File: config.mk
export PLATFORM = sky130hd
export DESIGN_NAME = spi_regbank_slave
export DESIGN_NICKNAME = d
export VERILOG_FILES = /design/src/rtl/spi_rb_pkg.sv /design/src/rtl/spi_rb_sync.sv /design/src/rtl/spi_rb_engine.sv /design/src/rtl/spi_rb_regfile.sv /design/src/rtl/spi_regbank_slave.sv
export SDC_FILE = /design/constraint.sdc
export NUM_CORES = 1
export LEC_CHECK = 0
export ABC_AREA = 1
export BUFFER_PORTS_ARGS = -buffer_cell sky130_fd_sc_hd__clkbuf_2
export CORE_MARGIN = 8
export CORE_UTILIZATION = 38
export CTS_CLUSTER_DIAMETER = 150
export DETAILED_ROUTE_END_ITERATION = 8
export SETUP_SLACK_MARGIN = 0.02
export SYNTH_ARGS = -nofsm -noshare
export SYNTH_HDL_FRONTEND = slang
export SYNTH_SLANG_ARGS = --single-unit
File: constraint.sdc
create_clock -name clk -period 3.8 [get_ports clk]
set_clock_uncertainty 0.15 [all_clocks]
set_input_delay 0.95 -clock clk [delete_from_list [all_inputs] [get_ports clk]]
set_output_delay 0.95 -clock clk [all_outputs]
set_load 0.005 [all_outputs]
File: src/rtl/spi_rb_pkg.sv
package spi_rb_pkg;
  localparam int BYTE_W = 8;
  localparam int BIT_CNT_W = $clog2(BYTE_W);
  typedef logic [BYTE_W-1:0] byte_t;
  localparam int CMD_DIR_BIT = 7;
  localparam int CMD_INC_BIT = 6;
endpackage

File: src/rtl/spi_rb_sync.sv
module spi_rb_sync #(
  parameter int WIDTH = 3,
  parameter int STAGES = 2,
  parameter logic [WIDTH-1:0] RST_VAL = '0
) (
  input  logic             clk,
  input  logic             rst_n,
  input  logic [WIDTH-1:0] d,
  output logic [WIDTH-1:0] q
);
  logic [WIDTH-1:0] pipe [STAGES];

  always_ff @(posedge clk or negedge rst_n) begin
    if (!rst_n) pipe[0] <= RST_VAL;
    else        pipe[0] <= d;
  end

  for (genvar s = 1; s < STAGES; s++) begin : g_stage
    always_ff @(posedge clk or negedge rst_n) begin
      if (!rst_n) pipe[s] <= RST_VAL;
      else        pipe[s] <= pipe[s-1];
    end
  end

  assign q = pipe[STAGES-1];
endmodule

File: src/rtl/spi_rb_engine.sv
module spi_rb_engine
  import spi_rb_pkg::*;
#(
  parameter int ADDR_W = 6
) (
  input  logic              clk,
  input  logic              rst_n,
  input  logic              cs_act,
  input  logic              sclk_rise,
  input  logic              sclk_fall,
  input  logic              sdi_bit,
  input  byte_t             rd_data,
  output logic [ADDR_W-1:0] rd_addr,
  output logic              wr_en,
  output logic [ADDR_W-1:0] wr_addr,
  output byte_t             wr_data,
  output logic              out_bit,
  output logic              out_en
);
  localparam logic [BIT_CNT_W-1:0] LAST_BIT = BIT_CNT_W'(BYTE_W - 1);

  logic [BIT_CNT_W-1:0] bcnt_q, bcnt_d;
  logic                 data_ph_q, data_ph_d;
  logic                 rd_mode_q, rd_mode_d;
  logic                 adv_q, adv_d;
  logic [ADDR_W-1:0]    ptr_q, ptr_d;
  byte_t                rx_q, rx_d;
  byte_t                tx_q, tx_d;
  logic                 obit_q, obit_d;
  logic                 oen_q, oen_d;

  byte_t             rx_byte;
  logic              byte_done;
  logic [ADDR_W-1:0] cmd_addr;
  logic [ADDR_W-1:0] ptr_adv;

  assign rx_byte   = {rx_q[BYTE_W-2:0], sdi_bit};
  assign byte_done = cs_act && sclk_rise && (bcnt_q == LAST_BIT);
  assign cmd_addr  = rx_byte[ADDR_W-1:0];
  assign ptr_adv   = adv_q ? ptr_q + ADDR_W'(1) : ptr_q;
  assign rd_addr   = data_ph_q ? ptr_adv : cmd_addr;

  assign wr_en   = byte_done && data_ph_q && !rd_mode_q;
  assign wr_addr = ptr_q;
  assign wr_data = rx_byte;

  always_comb begin
    bcnt_d    = bcnt_q;
    data_ph_d = data_ph_q;
    rd_mode_d = rd_mode_q;
    adv_d     = adv_q;
    ptr_d     = ptr_q;
    rx_d      = rx_q;
    tx_d      = tx_q;
    obit_d    = obit_q;
    oen_d     = oen_q;
    if (!cs_act) begin
      bcnt_d    = '0;
      data_ph_d = 1'b0;
      rd_mode_d = 1'b0;
      adv_d     = 1'b0;
      oen_d     = 1'b0;
      obit_d    = 1'b0;
    end else if (sclk_rise) begin
      rx_d   = rx_byte;
      bcnt_d = bcnt_q + BIT_CNT_W'(1);
      if (byte_done) begin
        tx_d = rd_data;
        if (!data_ph_q) begin
          data_ph_d = 1'b1;
          rd_mode_d = rx_byte[CMD_DIR_BIT];
          adv_d     = rx_byte[CMD_INC_BIT];
          ptr_d     = cmd_addr;
        end else begin
          ptr_d = ptr_adv;
        end
      end
    end else if (sclk_fall && data_ph_q && rd_mode_q) begin
      obit_d = tx_q[BYTE_W-1];
      tx_d   = {tx_q[BYTE_W-2:0], 1'b0};
      oen_d  = 1'b1;
    end
  end

  always_ff @(posedge clk or negedge rst_n) begin
    if (!rst_n) begin
      bcnt_q    <= '0;
      data_ph_q <= 1'b0;
      rd_mode_q <= 1'b0;
      adv_q     <= 1'b0;
      ptr_q     <= '0;
      rx_q      <= '0;
      tx_q      <= '0;
      obit_q    <= 1'b0;
      oen_q     <= 1'b0;
    end else begin
      bcnt_q    <= bcnt_d;
      data_ph_q <= data_ph_d;
      rd_mode_q <= rd_mode_d;
      adv_q     <= adv_d;
      ptr_q     <= ptr_d;
      rx_q      <= rx_d;
      tx_q      <= tx_d;
      obit_q    <= obit_d;
      oen_q     <= oen_d;
    end
  end

  assign out_bit = obit_q;
  assign out_en  = oen_q;
endmodule

File: src/rtl/spi_rb_regfile.sv
module spi_rb_regfile
  import spi_rb_pkg::*;
#(
  parameter int    ADDR_W       = 6,
  parameter int    SAMPLE_BYTES = 6,
  parameter int    NUM_RW       = 6,
  parameter int    STATUS_ADDR  = 10,
  parameter int    RW_BASE      = 11,
  parameter byte_t ID_VALUE     = 8'hDA
) (
  input  logic                         clk,
  input  logic                         rst_n,
  input  logic                         wr_en,
  input  logic [ADDR_W-1:0]            wr_addr,
  input  byte_t                        wr_data,
  input  logic [ADDR_W-1:0]            rd_addr,
  input  logic [SAMPLE_BYTES*BYTE_W-1:0] sample_i,
  input  byte_t                        status_i,
  output byte_t                        rd_data,
  output logic [NUM_RW*BYTE_W-1:0]     cfg_o
);
  byte_t cfg_q [NUM_RW];
  byte_t cfg_d [NUM_RW];

  for (genvar k = 0; k < NUM_RW; k++) begin : g_cfg
    logic hit;
    assign hit = wr_en && (wr_addr == ADDR_W'(RW_BASE + k));
    assign cfg_d[k] = hit ? wr_data : cfg_q[k];
    always_ff @(posedge clk or negedge rst_n) begin
      if (!rst_n) cfg_q[k] <= '0;
      else        cfg_q[k] <= cfg_d[k];
    end
    assign cfg_o[k*BYTE_W +: BYTE_W] = cfg_q[k];
  end

  always_comb begin
    rd_data = '0;
    if (rd_addr == '0) rd_data = ID_VALUE;
    if (rd_addr == ADDR_W'(STATUS_ADDR)) rd_data = status_i;
    for (int k = 0; k < SAMPLE_BYTES; k++) begin
      if (rd_addr == ADDR_W'(k + 1)) rd_data = sample_i[k*BYTE_W +: BYTE_W];
    end
    for (int k = 0; k < NUM_RW; k++) begin
      if (rd_addr == ADDR_W'(RW_BASE + k)) rd_data = cfg_q[k];
    end
  end
endmodule

File: src/rtl/spi_regbank_slave.sv
module spi_regbank_slave
  import spi_rb_pkg::*;
#(
  parameter int    ADDR_W       = 6,
  parameter int    SAMPLE_BYTES = 6,
  parameter int    NUM_RW       = 6,
  parameter int    STATUS_ADDR  = 10,
  parameter int    RW_BASE      = 11,
  parameter int    MODE_BIT     = 0,
  parameter int    SYNC_STAGES  = 2,
  parameter byte_t ID_VALUE     = 8'hDA
) (
  input  logic                           clk,
  input  logic                           rst_n,
  input  logic                           cs_n,
  input  logic                           sclk,
  input  logic                           sdio_i,
  output logic                           sdio_o,
  output logic                           sdio_oe,
  output logic                           sdo_o,
  output logic                           sdo_oe,
  input  logic [SAMPLE_BYTES*BYTE_W-1:0] sample_i,
  input  logic [BYTE_W-1:0]              status_i,
  output logic [NUM_RW*BYTE_W-1:0]       cfg_o
);
  logic [2:0] sync_q;
  logic       cs_n_s, sclk_s, sdi_s;
  logic       sclk_prev_q;
  logic       cs_act, sclk_rise, sclk_fall;

  spi_rb_sync #(.WIDTH(3), .STAGES(SYNC_STAGES), .RST_VAL(3'b110)) i_sync (
    .clk(clk), .rst_n(rst_n), .d({cs_n, sclk, sdio_i}), .q(sync_q)
  );
  assign {cs_n_s, sclk_s, sdi_s} = sync_q;

  always_ff @(posedge clk or negedge rst_n) begin
    if (!rst_n) sclk_prev_q <= 1'b1;
    else        sclk_prev_q <= sclk_s;
  end

  assign cs_act    = !cs_n_s;
  assign sclk_rise = sclk_s && !sclk_prev_q;
  assign sclk_fall = !sclk_s && sclk_prev_q;

  logic [ADDR_W-1:0] rd_addr, wr_addr;
  logic              wr_en, out_bit, out_en;
  byte_t             rd_data, wr_data;

  spi_rb_engine #(.ADDR_W(ADDR_W)) i_engine (
    .clk(clk), .rst_n(rst_n), .cs_act(cs_act), .sclk_rise(sclk_rise),
    .sclk_fall(sclk_fall), .sdi_bit(sdi_s), .rd_data(rd_data),
    .rd_addr(rd_addr), .wr_en(wr_en), .wr_addr(wr_addr), .wr_data(wr_data),
    .out_bit(out_bit), .out_en(out_en)
  );

  spi_rb_regfile #(
    .ADDR_W(ADDR_W), .SAMPLE_BYTES(SAMPLE_BYTES), .NUM_RW(NUM_RW),
    .STATUS_ADDR(STATUS_ADDR), .RW_BASE(RW_BASE), .ID_VALUE(ID_VALUE)
  ) i_regfile (
    .clk(clk), .rst_n(rst_n), .wr_en(wr_en), .wr_addr(wr_addr),
    .wr_data(wr_data), .rd_addr(rd_addr), .sample_i(sample_i),
    .status_i(status_i), .rd_data(rd_data), .cfg_o(cfg_o)
  );

  logic one_line;
  assign one_line = cfg_o[MODE_BIT];
  assign sdo_o    = out_bit;
  assign sdio_o   = out_bit;
  assign sdo_oe   = out_en && !one_line;
  assign sdio_oe  = out_en && one_line;
endmodule

## Word-level counts from Yosys, hierarchy flattened

Index checks and enable logic that the tools add are counted.

| storage, ports and cells | value |
|---|---|
| flip-flop bits (word level) | 84 |
| bits of input ports | 61 |

| cells by class | value |
|---|---|
| add/subtract/negate cells | 2 |
| equality and inequality tests | 23 |
| muxes and demuxes | 38 |
| bitwise logic cells | 1 |
| reduce and logical (&&, ||, !) cells | 32 |

Operator list:

| operator | count |
|---|---|
| $mux W8 | 17 |
| $eq A6 B4 Y1 const B | 11 |
| $eq A6 B3 Y1 const B | 3 |
| $mux W1 | 17 |
| $logic_and A1 B1 Y1 | 16 |
| $eq A6 B2 Y1 const B | 2 |
| $eq A6 B5 Y1 const B | 2 |
| $mux W6 | 2 |
| $reduce_and A3 Y1 | 3 |
| $reduce_bool A2 Y1 | 4 |
| $add A6 B1 Y6 const B | 1 |
| $eq A6 B1 Y1 const B | 1 |
| $logic_not A6 Y1 | 1 |
| $mux W3 | 2 |
| $ne A2 B2 Y1 const B | 3 |
| $reduce_and A2 Y1 | 3 |
| $logic_not A1 Y1 | 5 |
| $add A3 B1 Y3 const B | 1 |
| $eq A3 B3 Y1 const B | 1 |
| $not A1 Y1 | 1 |

## Longest topological paths before layout

Gate-level depths: netlist of run 1.

| depth | value |
|---|---|
| depth in word-level cells | 20 |
| depth in mapped cells | 20 |
| depth with buffers taken out | 20 |

## Modules after synthesis

Synthesis of run 1 repeated with hierarchy kept, for this count alone.

| second synthesis, totals | value |
|---|---|
| cell total of the unflattened synthesis | 609 |
| area total of the unflattened synthesis | 4,493.1 µm² |

Modules (own cells, without submodules):

| module | times used | cells each | area each (µm²) | seq. area each (µm²) |
|---|---|---|---|---|
| spi_rb_regfile | 1 | 406 | 2,767.7 | 1,201.2 |
| spi_rb_engine | 1 | 183 | 1,480.2 | 725.7 |
| spi_rb_sync | 1 | 9 | 177.7 | 155.1 |
| spi_regbank_slave | 1 | 11 | 67.6 | 26.3 |

## Worst setup path before layout of run 1

OpenSTA, ideal clock, no wires.

| timing | value |
|---|---|
| path kind | register to register |
| start | register i_engine.ptr_q[0], in the netlist i_engine.wr_addr[0] |
| end | register i_engine.tx_q[1] |
| arrival time | 2,057 ps |
| data required time | 3,527 ps |
| slack | 1,469 ps |
| stages on the path, launching flop included | 17 |
| buffers on the path | 0 |
| clock period less this slack | 2,331 ps |
| cells stage by stage | dfrtp_1 inv_1 ha_1 o21ai_2 nand2_1 o21ai_2 nand2_2 nor2_4 nand3b_1 nand2_1 nand4_1 nand2_1 nand4_1 nor2_1 nand3_1 nand2_1 a21oi_1 |

| between the ends | value |
|---|---|
| word-level cells in the longest chain between the ends | 20 |
| elaborated cells on any way between the ends | 33 |

Ends and longest elaborated chain:

| item | RTL line | source |
|---|---|---|
| start: declaration | spi_rb_engine.sv:26 | `logic [ADDR_W-1:0] ptr_q, ptr_d;` |
| start signal: assignment | spi_rb_engine.sv:101 | `ptr_q <= ptr_d;` |
| $add A6 B1 Y6 | spi_rb_engine.sv:40 | `assign ptr_adv = adv_q ? ptr_q + ADDR_W'(1) : ptr_q;` |
| $mux W6 * | spi_rb_engine.sv:40 |  |
| $mux W6 * | spi_rb_engine.sv:41 | `assign rd_addr = data_ph_q ? ptr_adv : cmd_addr;` |
| $logic_not A6 Y1 | spi_rb_regfile.sv:38 | `if (rd_addr == '0) rd_data = ID_VALUE;` |
| $mux W8 | spi_rb_regfile.sv:38 |  |
| $mux W8 | spi_rb_regfile.sv:39 | `if (rd_addr == ADDR_W'(STATUS_ADDR)) rd_data = status_i;` |
| $mux W8 (6 in series) | spi_rb_regfile.sv:41 | `if (rd_addr == ADDR_W'(k + 1)) rd_data = sample_i[k*BYTE_W +: BYTE_W];` |
| $mux W8 (5 in series) | spi_rb_regfile.sv:44 | `if (rd_addr == ADDR_W'(RW_BASE + k)) rd_data = cfg_q[k];` |
| $mux W8 * | spi_rb_regfile.sv:44 |  |
| $mux W8 * | spi_rb_engine.sv:67 | `if (byte_done) begin` |
| $mux W8 * | spi_rb_engine.sv:64 | `end else if (sclk_rise) begin` |
| end signal: assignment | spi_rb_engine.sv:103 | `tx_q <= tx_d;` |
| end: declaration | spi_rb_engine.sv:28 | `byte_t tx_q, tx_d;` |

Mark *: on every way between the ends. The rest lies on a longest branch, timed or not. The select of a mux whose other input is x is not followed.
A chain may end at the register's enable or synchronous reset.

## Worst setup path after layout of run 1

| timing | value |
|---|---|
| start | register i_sync.pipe (netlist bit i_sync.q[1]) |
| end | register i_regfile.cfg_q (netlist bit i_regfile.cfg_o[46]) |

| between the ends | value |
|---|---|
| word-level cells in the longest chain between the ends | 6 |

Ends and longest elaborated chain:

| item | RTL line | source |
|---|---|---|
| start: declaration | spi_rb_sync.sv:11 | `logic [WIDTH-1:0] pipe [STAGES];` |
| start signal: indexed assignment | spi_rb_sync.sv:21 | `else pipe[s] <= pipe[s-1];` |
| $logic_and A1 B1 Y1 | spi_regbank_slave.sv:42 | `assign sclk_rise = sclk_s && !sclk_prev_q;` |
| $logic_and A1 B1 Y1 (2 in series) | spi_rb_engine.sv:38 | `assign byte_done = cs_act && sclk_rise && (bcnt_q == LAST_BIT);` |
| $logic_and A1 B1 Y1 (2 in series) | spi_rb_engine.sv:43 | `assign wr_en = byte_done && data_ph_q && !rd_mode_q;` |
| $logic_and A1 B1 Y1 | spi_rb_regfile.sv:27 | `assign hit = wr_en && (wr_addr == ADDR_W'(RW_BASE + k));` |
| end signal: indexed assignment | spi_rb_regfile.sv:31 | `else cfg_q[k] <= cfg_d[k];` |
| end: declaration | spi_rb_regfile.sv:22 | `byte_t cfg_q [NUM_RW];` |

No other way between the ends.

==> summary.txt, run 1 <==
worst relative slew slack = 28.4%
first-pass GRT wire length = 23.8 mm
terminus of the critical flop-to-flop path = i_regfile.cfg_o[46]
detailed placement HPWL = 11.7 mm
drt first-iter violations = 492
critical-path cell list = inv_1 -> nor2_4 -> inv_2 -> nor2_4 -> inv_2 -> nor2_4 -> inv_2 -> nor3_4 -> and2_1 -> nand3_1 -> o21ai_0
WP buf/inv = 4
IO Pins = 113
Port Buffer Count = 112
CTS Buf Count = 9
CTS Root Cell = clkbuf_16
count of final hold-check violations = 0
min-delay src = i_sync.pipe[3]
Post-Syn Nets = 672
vias = 4473
routed len/inst = 17.6 um
Syn Inst Count = 605
CP Data Arrival Time = 3230 ps
core area = 12000 um^2
RSZ-0062 raised after global routing = no
Int Pwr = 1.65 mW
post-layout min period = 3140 ps
Psw = 0.741 mW
GRT Residual Overflow = 0
worst vdd ir = 0.242 mV
Setup Viol. Count Final = 0
crit-path max cell delay = 530 ps
die outline width = 127 um
WHS Path Cells = 0
Synth-to-Final Area Change = 21.0%
CTS resizes = 0
Routed Antenna Nets = 0
fmax = 0.318 GHz
WL final = 15.3 mm
clock latency on the worst-skew pair = 340 ps
Die ar. = 16100 um^2
Cell Pwr Density = 424 nW/um^2
deepest level of the CTS H-tree = 3
hold buffers post-CTS = 0
setup TNS = 0 ps
R2R Setup Slk = 660 ps
delay-heaviest family, CP = simple AND/OR/NAND/NOR gates
fillcell total = 1235
YS warnings = 0
post-synthesis sequential area ratio = 45.2%
Max Cap Violations = 0
clock network fraction of design power = 39.7%
slowest CP cell = dfstp_2
Setup crit start kind = flip-flop
sink of the worst hold path = i_sync.q[0]
Distinct cells, synth = 36
largest net degree at the start of global routing = 85
row cnt = 40
Starting Density = 38.8%
Crit Reg-Reg Startpoint = i_sync.q[1]
min-delay worst type = flip-flop to flip-flop
n_diodes = 0
vias per cell = 5.17
Synth Area per Inst = 7.71 um^2
asr flop ratio synth = 100%
Clock Sinks = 84
Slew @ Worst Pin = 1070 ps
Primary FF master, synth = dfrtp_1
Crit path required time = 3890 ps
Leak = 2.75 nW
TritonRoute pass-1 iters = 7
Setup CP Type = flip-flop to flip-flop
Reg2Reg Depth = 11
vias in the first global route = 4319
maximum fanout along the worst path = 17
Post-synth EDFFs = 0
Switching Share = 31.0%
crit path capture type = flip-flop
Gate power share = 21.3%
Die Ht = 127 um
post-synthesis cell area = 4660 um^2
fin crit share = 82.7%
Post-CTS Setup Bufs = 0
ratio of cells with drive above 1 in the final layout = 24.9%
routability congestion estimate = 0.891
Max clock buf depth = 2
Slew Viols, Final = 0
initial antenna violation count = 0
Seq pwr share = 39.0%
Finished Layout Cells = 865
nets = 780
Yosys reg bits = 84
Remaining DRCs = 0
status = finished clean
total track usage = 18.9%
clock-pin slew on the worst setup and hold paths = 60 ps
CTS tree = done
Post-Place Cells = 849
worst register-to-register path: stages (launching register included):
cell     delay [ps]
dfstp_2         530
inv_1            70
nor2_4          180
inv_2           100
nor2_4          280
inv_2           100
nor2_4          260
inv_2           180
nor3_4          240
and2_1          210
nand3_1         420
o21ai_0         330
kinds of logic after synthesis:
family / synth area share, %
compound gates: 13.5
fa+ha+maj: 1.61
buf+inv: 7.86
flops: 45.2
simple gates: 31.8
power by group through the flow:
stage	sequential, mW	combinational, mW	clock, mW
4_1_cts	0.934	0.511	0.968
5_1_grt	0.935	0.561	1.00
3_3_place_gp	0.949	0.502	0
3_5_place_dp	0.950	0.509	0
6_report	0.933	0.508	0.950
2_1_floorplan	0.945	0.338	0
stage by stage:
step	hold slack, ps	util (%)	instance area (um^2)	total power, mW	setup slack (ps)
global placement	188	44.3	5330	1.45	685
CTS	202	47.0	5650	2.41	634
global route	213	47.0	5650	2.50	356
detailed placement	188	44.3	5330	1.46	655
floorplan	181	-	4660	1.28	1470
finish	197	47.0	5650	2.39	659
worst max-delay path by stage:
stage / start / endpoint / cells after the start
6_report: i_sync.q[1] / i_regfile.cfg_o[46] / 11
5_1_grt: i_sync.q[1] / i_regfile.cfg_o[42] / 12
4_1_cts: i_sync.q[1] / i_regfile.cfg_o[46] / 11
3_5_place_dp: i_sync.q[1] / i_regfile.cfg_o[46] / 11
3_3_place_gp: i_sync.q[1] / i_regfile.cfg_o[41] / 11
2_1_floorplan: i_engine.wr_addr[0] / i_engine.tx_q[1] / 16
cell usage after synthesis, types with 5 or more instances:
library cell  count  area (um^2)
dfrtp_1          79         1980
nand2_2           8         50.1
nand3_1          39          195
inv_2            11         41.3
nor2_4           10          113
ha_1              6         75.1
clkbuf_1          8         30.0
a21oi_1          11         55.1
nand3b_1          5         37.5
inv_1            64          240
nor2_1           29          109
nand2_1         180          676
dfstp_2           5          131
o21ai_0          89          445
nand4_1          17          106
layer usage:
layer	routed length [um]	part of all wire, %	global-route usage, %
met2	6790	44	29.0
met4	205	1.3	5.81
met1	7030	46	25.6
met5	0	0	0
met3	1230	8.1	4.69
area by class of cell:
type	count	area, um^2	area share [%]
multi-input combinational	431	2190	38.8
tap	147	184	3.26
timing repair buffer	112	563	9.97
inverter	75	282	4.99
clock inverter	4	72.6	1.29
sequential	84	2110	37.3
clock buffer	12	246	4.37
state kept, by name, summed over array words and instances, names as in the netlist:
name and count:
i_regfile.cfg_o 48, i_engine.tx_q 8, i_engine.rx_q 7, i_engine.wr_addr 6, i_engine.bcnt_q 3, i_sync.pipe 3
i_sync.q 3, i_engine.adv_q 1, i_engine.data_ph_q 1, i_engine.out_bit 1, i_engine.out_en 1, i_engine.rd_mode_q 1
sclk_prev_q 1
cells in the final DEF, fill, tap and decap left out, types with 10 or more instances in the layout:
master,instances
inv_2,11
o21ai_0,89
clkbuf_2,111
nand3_1,39
nor2_4,10
inv_1,64
a21oi_1,11
dfrtp_1,79
nand4_1,17
nor2_1,29
nand2_1,180
(Power assumes the default switching activity.)
==> run 2: changes to the inputs <==
==> constraint.sdc (replaced) <==
create_clock -name clk -period 2.9 [get_ports clk]
set_clock_uncertainty 0.15 [all_clocks]
set_input_delay 0.725 -clock clk [delete_from_list [all_inputs] [get_ports clk]]
set_output_delay 0.725 -clock clk [all_outputs]
set_load 0.005 [all_outputs]
==> run 2 against run 1 <==
Net effect: largest cell class unchanged; core utilization up 1.1 points; power rose by 27%; via count rose by 2.5%; worst hold slack improved by 7.6 ps; worst setup slack worse by 490 ps; fmax up 15%; cell area grew 2.3%; sequential cell count stayed put.
==> summary.txt, run 2 (synthesis results as in run 1) <==
Slew Viols, Final = 0 (unchanged)
TritonRoute pass-1 iters = 7 (unchanged)
Switching Share = 32.6% (+1.6 points)
vias in the first global route = 4406 (+2.0%)
die outline width = 127 um (unchanged)
drt first-iter violations = 366 (-26%)
CTS tree = done
Post-Place Cells = 863 (+1.6%)
count of final hold-check violations = 0 (unchanged)
ratio of cells with drive above 1 in the final layout = 27.6% (+2.7 points)
Crit path required time = 2970 ps (-920 ps)
fmax = 0.366 GHz (+15%)
Util after Layout = 48.1% (+1.1 points)
Routed Antenna Nets = 0 (unchanged)
post-layout min period = 2730 ps (-411 ps)
largest net degree at the start of global routing = 45 (-47%)
setup TNS = 0 ps (unchanged)
fin crit share = 94.1% (+11 points)
status = finished clean
clock-pin slew on the worst setup and hold paths = 60 ps (about the same)
pre-CTS setup slack = 70.3 ps (-585 ps)
clock latency on the worst-skew pair = 340 ps (about the same)
nets = 797 (+2.2%)
Leak = 2.82 nW (+2.7%)
Port Buffer Count = 112 (unchanged)
Synth-to-Final Area Change = 23.8%
initial antenna violation count = 0 (unchanged)
CTS Buf Count = 9 (unchanged)
Clock Sinks = 84 (unchanged)
IO Pins = 113 (unchanged)
Gate power share = 24.0% (+2.7 points)
deepest level of the CTS H-tree = 3 (unchanged)
worst relative slew slack = 62.0% (+34 points)
detailed placement HPWL = 11.6 mm (-0.22%)
Remaining DRCs = 0 (unchanged)
core area = 12000 um^2 (unchanged)
Max Cap Violations = 0 (unchanged)
vias = 4586 (+2.5%)
Seq pwr share = 40.2% (+1.2 points)
Cell Pwr Density = 527 nW/um^2 (+24%)
Max clock buf depth = 2 (unchanged)
routed len/inst = 17.5 um (-0.85%)
row cnt = 40 (unchanged)
Setup Viol. Count Final = 0 (unchanged)
RSZ-0062 raised after global routing = no
vias per cell = 5.20 (+0.55%)
Crit Reg-Reg Startpoint = i_engine.wr_addr[0]
WHS Path Cells = 0 (unchanged)
post-route setup slack = 171 ps (-489 ps)
routability congestion estimate = 0.931 (+4.5%)
most frequent cells in the layout = nand2_1, clkbuf_2, o21ai_0, dfrtp_1, inv_1
Slew @ Worst Pin = 569 ps (-504 ps)
terminus of the critical flop-to-flop path = i_engine.tx_q[6]
Setup CP Type = flip-flop to flip-flop
Setup crit start kind = flip-flop
R2R Setup Slk = 170 ps (-490 ps)
Largest register FFs = 48 (unchanged)
commonest non-fill, non-tap cell in the layout = nand2_1
clock network fraction of design power = 35.7% (-4.0 points)
Worst Hold Slack = 205 ps (+7.55 ps)
n_diodes = 0 (unchanged)
Int Pwr = 2.05 mW (+24%)
Die ar. = 16100 um^2 (unchanged)
first-pass GRT wire length = 24.2 mm (+1.8%)
worst vdd ir = 0.311 mV (+28%)
CP Launch Point = i_engine.wr_addr[0]
Starting Density = 38.8% (unchanged)
crit path capture type = flip-flop
sink of the worst hold path = i_sync.q[2]
Reg2Reg Depth = 16 (+5)
min-delay src = i_sync.pipe[5]
Finished Layout Cells = 882 (+2.0%)
WL final = 15.4 mm (+1.1%)
total track usage = 19.1% (+0.27 points)
CTS Root Cell = clkbuf_16
GRT Residual Overflow = 0 (unchanged)
Psw = 0.992 mW (+34%)
min-delay worst type = flip-flop to flip-flop
Die Ht = 127 um (unchanged)
maximum fanout along the worst path = 8 (-9)
CP Data Arrival Time = 2800 ps (-430 ps)
## run 2: layout make-up
cell class                      count  area [um^2]
Clock inverter                      4         23.8
Sequential cell                    84         2110
Fill cell                        1240         6240
Timing Repair Buffer              128          696
Inverter                           75          282
Multi-Input combinational cell    432         2230
Clock buffer                       12          256
Tap cell                          147          184
## run 2: critical path, stage by stage (launching register included)
cell and delay, ps:
dfrtp_1 410, inv_1 110, ha_1 310, o21ai_2 170, nand2_1 110, o21ai_4 120
nand2_2 110, nor2_4 200, nand3b_1 110, nand2_1 80, nand4_1 90, nor2_2 150
nand4_1 140, nand2_1 130, nand3_1 90, nand2_1 70, a21oi_1 50
## run 2: routing by layer
metal | global-route usage [%] | share of wire (%) | vias up | wire length [um]
met5 | 0 | 0 | - | 0
met1 | 25.7 | 46 | 2159 | 7040
li1 | - | - | 2221 | -
met3 | 5.40 | 8.2 | 9 | 1260
met2 | 29.8 | 45 | 197 | 7020
met4 | 4.48 | 0.72 | 0 | 111
## run 2: per-stage QoR
step / total power [mW] / cell area [um^2]
global placement: 1.93 / 5440
finish: 3.04 / 5780
global route: 3.19 / 5780
CTS: 3.02 / 5720
floorplan: 1.68 / 4660
detailed placement: 1.93 / 5440
## run 2: what timing repair did
item,in CTS,in global routing
setup endpoints to repair,0,8
gates resized for setup,0,7
setup buffers,0,2
hold buffers,0,0
## run 2: power by group through the flow
stage	sequential (mW)	combinational [mW]	clock, mW
final	1.22	0.731	1.09
after global routing	1.23	0.800	1.17
after CTS	1.22	0.686	1.11
after detailed placement	1.24	0.683	0
after global placement	1.24	0.682	0
after floorplan	1.24	0.443	0
## run 2: worst max path at each step
stage,slack [ps],endpoint
2_1_floorplan,570,i_engine.tx_q[1]
3_3_place_gp,90,i_engine.tx_q[3]
3_5_place_dp,70,i_engine.tx_q[4]
4_1_cts,60,i_engine.tx_q[4]
5_1_grt,40,i_engine.tx_q[7]
6_report,170,i_engine.tx_q[6]
==> run 3: changes to the inputs <==
--- a/config.mk
+++ b/config.mk
@@ -8,9 +8,10 @@
 export ABC_AREA = 1
 export BUFFER_PORTS_ARGS = -buffer_cell sky130_fd_sc_hd__clkbuf_2
 export CORE_MARGIN = 8
-export CORE_UTILIZATION = 38
+export CORE_UTILIZATION = 30
 export CTS_CLUSTER_DIAMETER = 150
 export DETAILED_ROUTE_END_ITERATION = 8
+export PLACE_DENSITY_LB_ADDON = 0.1
 export SETUP_SLACK_MARGIN = 0.02
 export SYNTH_ARGS = -nofsm -noshare
 export SYNTH_HDL_FRONTEND = slang
==> run 3 against run 2 <==
Net effect: wire length up 5.4%; worst setup slack better by 77 ps; critical endpoint is now i_engine.tx_q[1]; worst hold slack got worse by 97 ps; sequential power about the same.
==> summary.txt, run 3 (synthesis results as in run 1) <==
largest net degree at the start of global routing = 66 (+47%)
crit-path max cell delay = 410 ps (about the same)
drt first-iter violations = 264 (-28%)
clock latency on the worst-skew pair = 340 ps (about the same)
CTS tree = done
Clock Sinks = 84 (unchanged)
top routing layer in use = met4
fin crit share = 91.5% (-2.6 points)
CP most frequent cell = nand2_1
CTS Buf Count = 9 (unchanged)
fmax = 0.377 GHz (+2.9%)
Synth-to-Final Area Change = 26.0%
Remaining DRCs = 0 (unchanged)
CTS Root Cell = clkbuf_16
final instance area = 5880 um^2 (+1.8%)
nets = 802 (+0.63%)
met3 WL post-DR = 877 um (-30%)
GRT Residual Overflow = 0 (unchanged)
most frequent cells in the layout = nand2_1, clkbuf_2, o21ai_0, dfrtp_1, inv_1
Port Buffer Count = 112 (unchanged)
total track usage = 16.5% (-2.6 points)
terminus of the critical flop-to-flop path = i_engine.tx_q[1]
clock-pin slew on the worst setup and hold paths = 60 ps (about the same)
commonest non-fill, non-tap cell in the layout = nand2_1
Finished Layout Cells = 927 (+5.1%)
count of final hold-check violations = 0 (unchanged)
Die ar. = 19800 um^2 (+23%)
routability congestion estimate = 0.873 (-6.3%)
row cnt = 45 (+13%)
Crit Reg-Reg Startpoint = i_engine.wr_addr[1]
WP depth = 17 (+1)
CP Launch Point = i_engine.wr_addr[1]
worst relative slew slack = 66.3% (+4.2 points)
Max clock buf depth = 2 (unchanged)
Reg2Reg Depth = 17 (+1)
Leak = 2.85 nW (+1.0%)
Crit path required time = 2970 ps (about the same)
M1 wire length = 7.73 mm (+9.9%)
last element of the critical path = i_engine.tx_q[1]
Worst Hold Slack = 108 ps (-96.7 ps)
crit path capture type = flip-flop
Setup crit start kind = flip-flop
hold buffers post-CTS = 0 (unchanged)
IO Pins = 113 (unchanged)
detailed placement HPWL = 12.4 mm (+7.1%)
Slew Viols, Final = 0 (unchanged)
Largest register FFs = 48 (unchanged)
vias in the first global route = 4430 (+0.54%)
CP Data Arrival Time = 2730 ps (-70 ps)
slowest CP cell = dfrtp_1
Routed Antenna Nets = 0 (unchanged)
maximum fanout along the worst path = 7 (-1)
Setup CP Type = flip-flop to flip-flop
critical-path cell list = inv_1 -> ha_1 -> o21ai_2 -> nand2_1 -> o21ai_2 -> nand2_2 -> nor2_4 -> buf_4 -> nand3b_1 -> nand2_1 -> nand4_1 -> nand2_1 -> nand4_1 -> nor2_1 -> nand3_1 -> nand2_1 -> a21oi_1
die outline width = 141 um (+11%)
Cell Pwr Density = 534 nW/um^2 (+1.5%)
fillcell total = 1629 (+31%)
Max Cap Violations = 0 (unchanged)
WP buf/inv = 2 (+1)
Post-Place Cells = 905 (+4.9%)
initial antenna violation count = 0 (unchanged)
delay-heaviest family, CP = simple AND/OR/NAND/NOR gates
Starting Density = 30.7% (-8.2 points)
TritonRoute pass-1 iters = 5 (-2)
n_diodes = 0 (unchanged)
setup TNS = 0 ps (unchanged)
Slew @ Worst Pin = 505 ps (-64.9 ps)
worst vdd ir = 0.355 mV (+14%)
RSZ-0062 raised after global routing = no
min-delay worst type = input pin to asynchronous set/reset pin
R2R Setup Slk = 250 ps (+80 ps)
vias = 4510 (-1.7%)
core area = 15200 um^2 (+27%)
first-pass GRT wire length = 25.2 mm (+4.0%)
post-layout min period = 2650 ps (-76.7 ps)
dpl cell area = 5500 um^2 (+1.1%)
WL final = 16.3 mm (+5.4%)
Setup Viol. Count Final = 0 (unchanged)
vias per cell = 4.87 (-6.4%)
status = finished clean
ratio of cells with drive above 1 in the final layout = 27.7% (+0.12 points)
wire length on met2 = 7.44 mm (+6.0%)
Die Ht = 141 um (+11%)
routed len/inst = 17.5 um (+0.32%)
deepest level of the CTS H-tree = 3 (unchanged)
[run 3: routing by layer]
layer / vias up / global-route usage, %
met5: - / 0
met4: 0 / 4.07
met3: 15 / 3.78
met2: 122 / 26.2
met1: 2139 / 22.3
li1: 2234 / -
[run 3: metrics by stage]
stage	power (mW)	util (%)	setup WS (ps)
after floorplan	1.68	-	569
after global placement	1.93	36.2	110
after detailed placement	1.94	36.2	62.2
after CTS	3.11	38.1	46.4
after global routing	3.30	38.7	19.0
final	3.14	38.7	247
[run 3: repair_timing]
action	CTS	global route
setup buffers	0	6
gates resized for setup	0	4
setup endpoints to repair	0	8
[run 3: cell type report]
class	count	area, um^2	area share, %
Clock buffer	10	239	4.07
Multi-Input combinational cell	432	2220	37.7
Sequential cell	84	2110	35.9
Clock inverter	5	52.6	0.894
Tap cell	188	235	4.00
Timing Repair Buffer	133	746	12.7
Inverter	75	282	4.79
[run 3: worst min path at each step]
stage	start	endpoint	cells past startpoint
2_1_floorplan	i_sync.pipe[3]	i_sync.q[0]	0
3_3_place_gp	i_sync.pipe[3]	i_sync.q[0]	0
3_5_place_dp	i_sync.pipe[3]	i_sync.q[0]	0
4_1_cts	rst_n	i_regfile.cfg_o[13]	1
5_1_grt	rst_n	i_regfile.cfg_o[5]	1
6_report	rst_n	i_regfile.cfg_o[5]	1
[run 3: where the power goes]
part | total [mW] | internal, mW | leakage, nW | switching (mW)
Sequential | 1.22 | 1.20 | 1.10 | 0.0200
Clock | 1.16 | 0.681 | 0.144 | 0.476
Combinational | 0.761 | 0.253 | 1.61 | 0.508
Total | 3.14 | 2.14 | 2.85 | 1.00
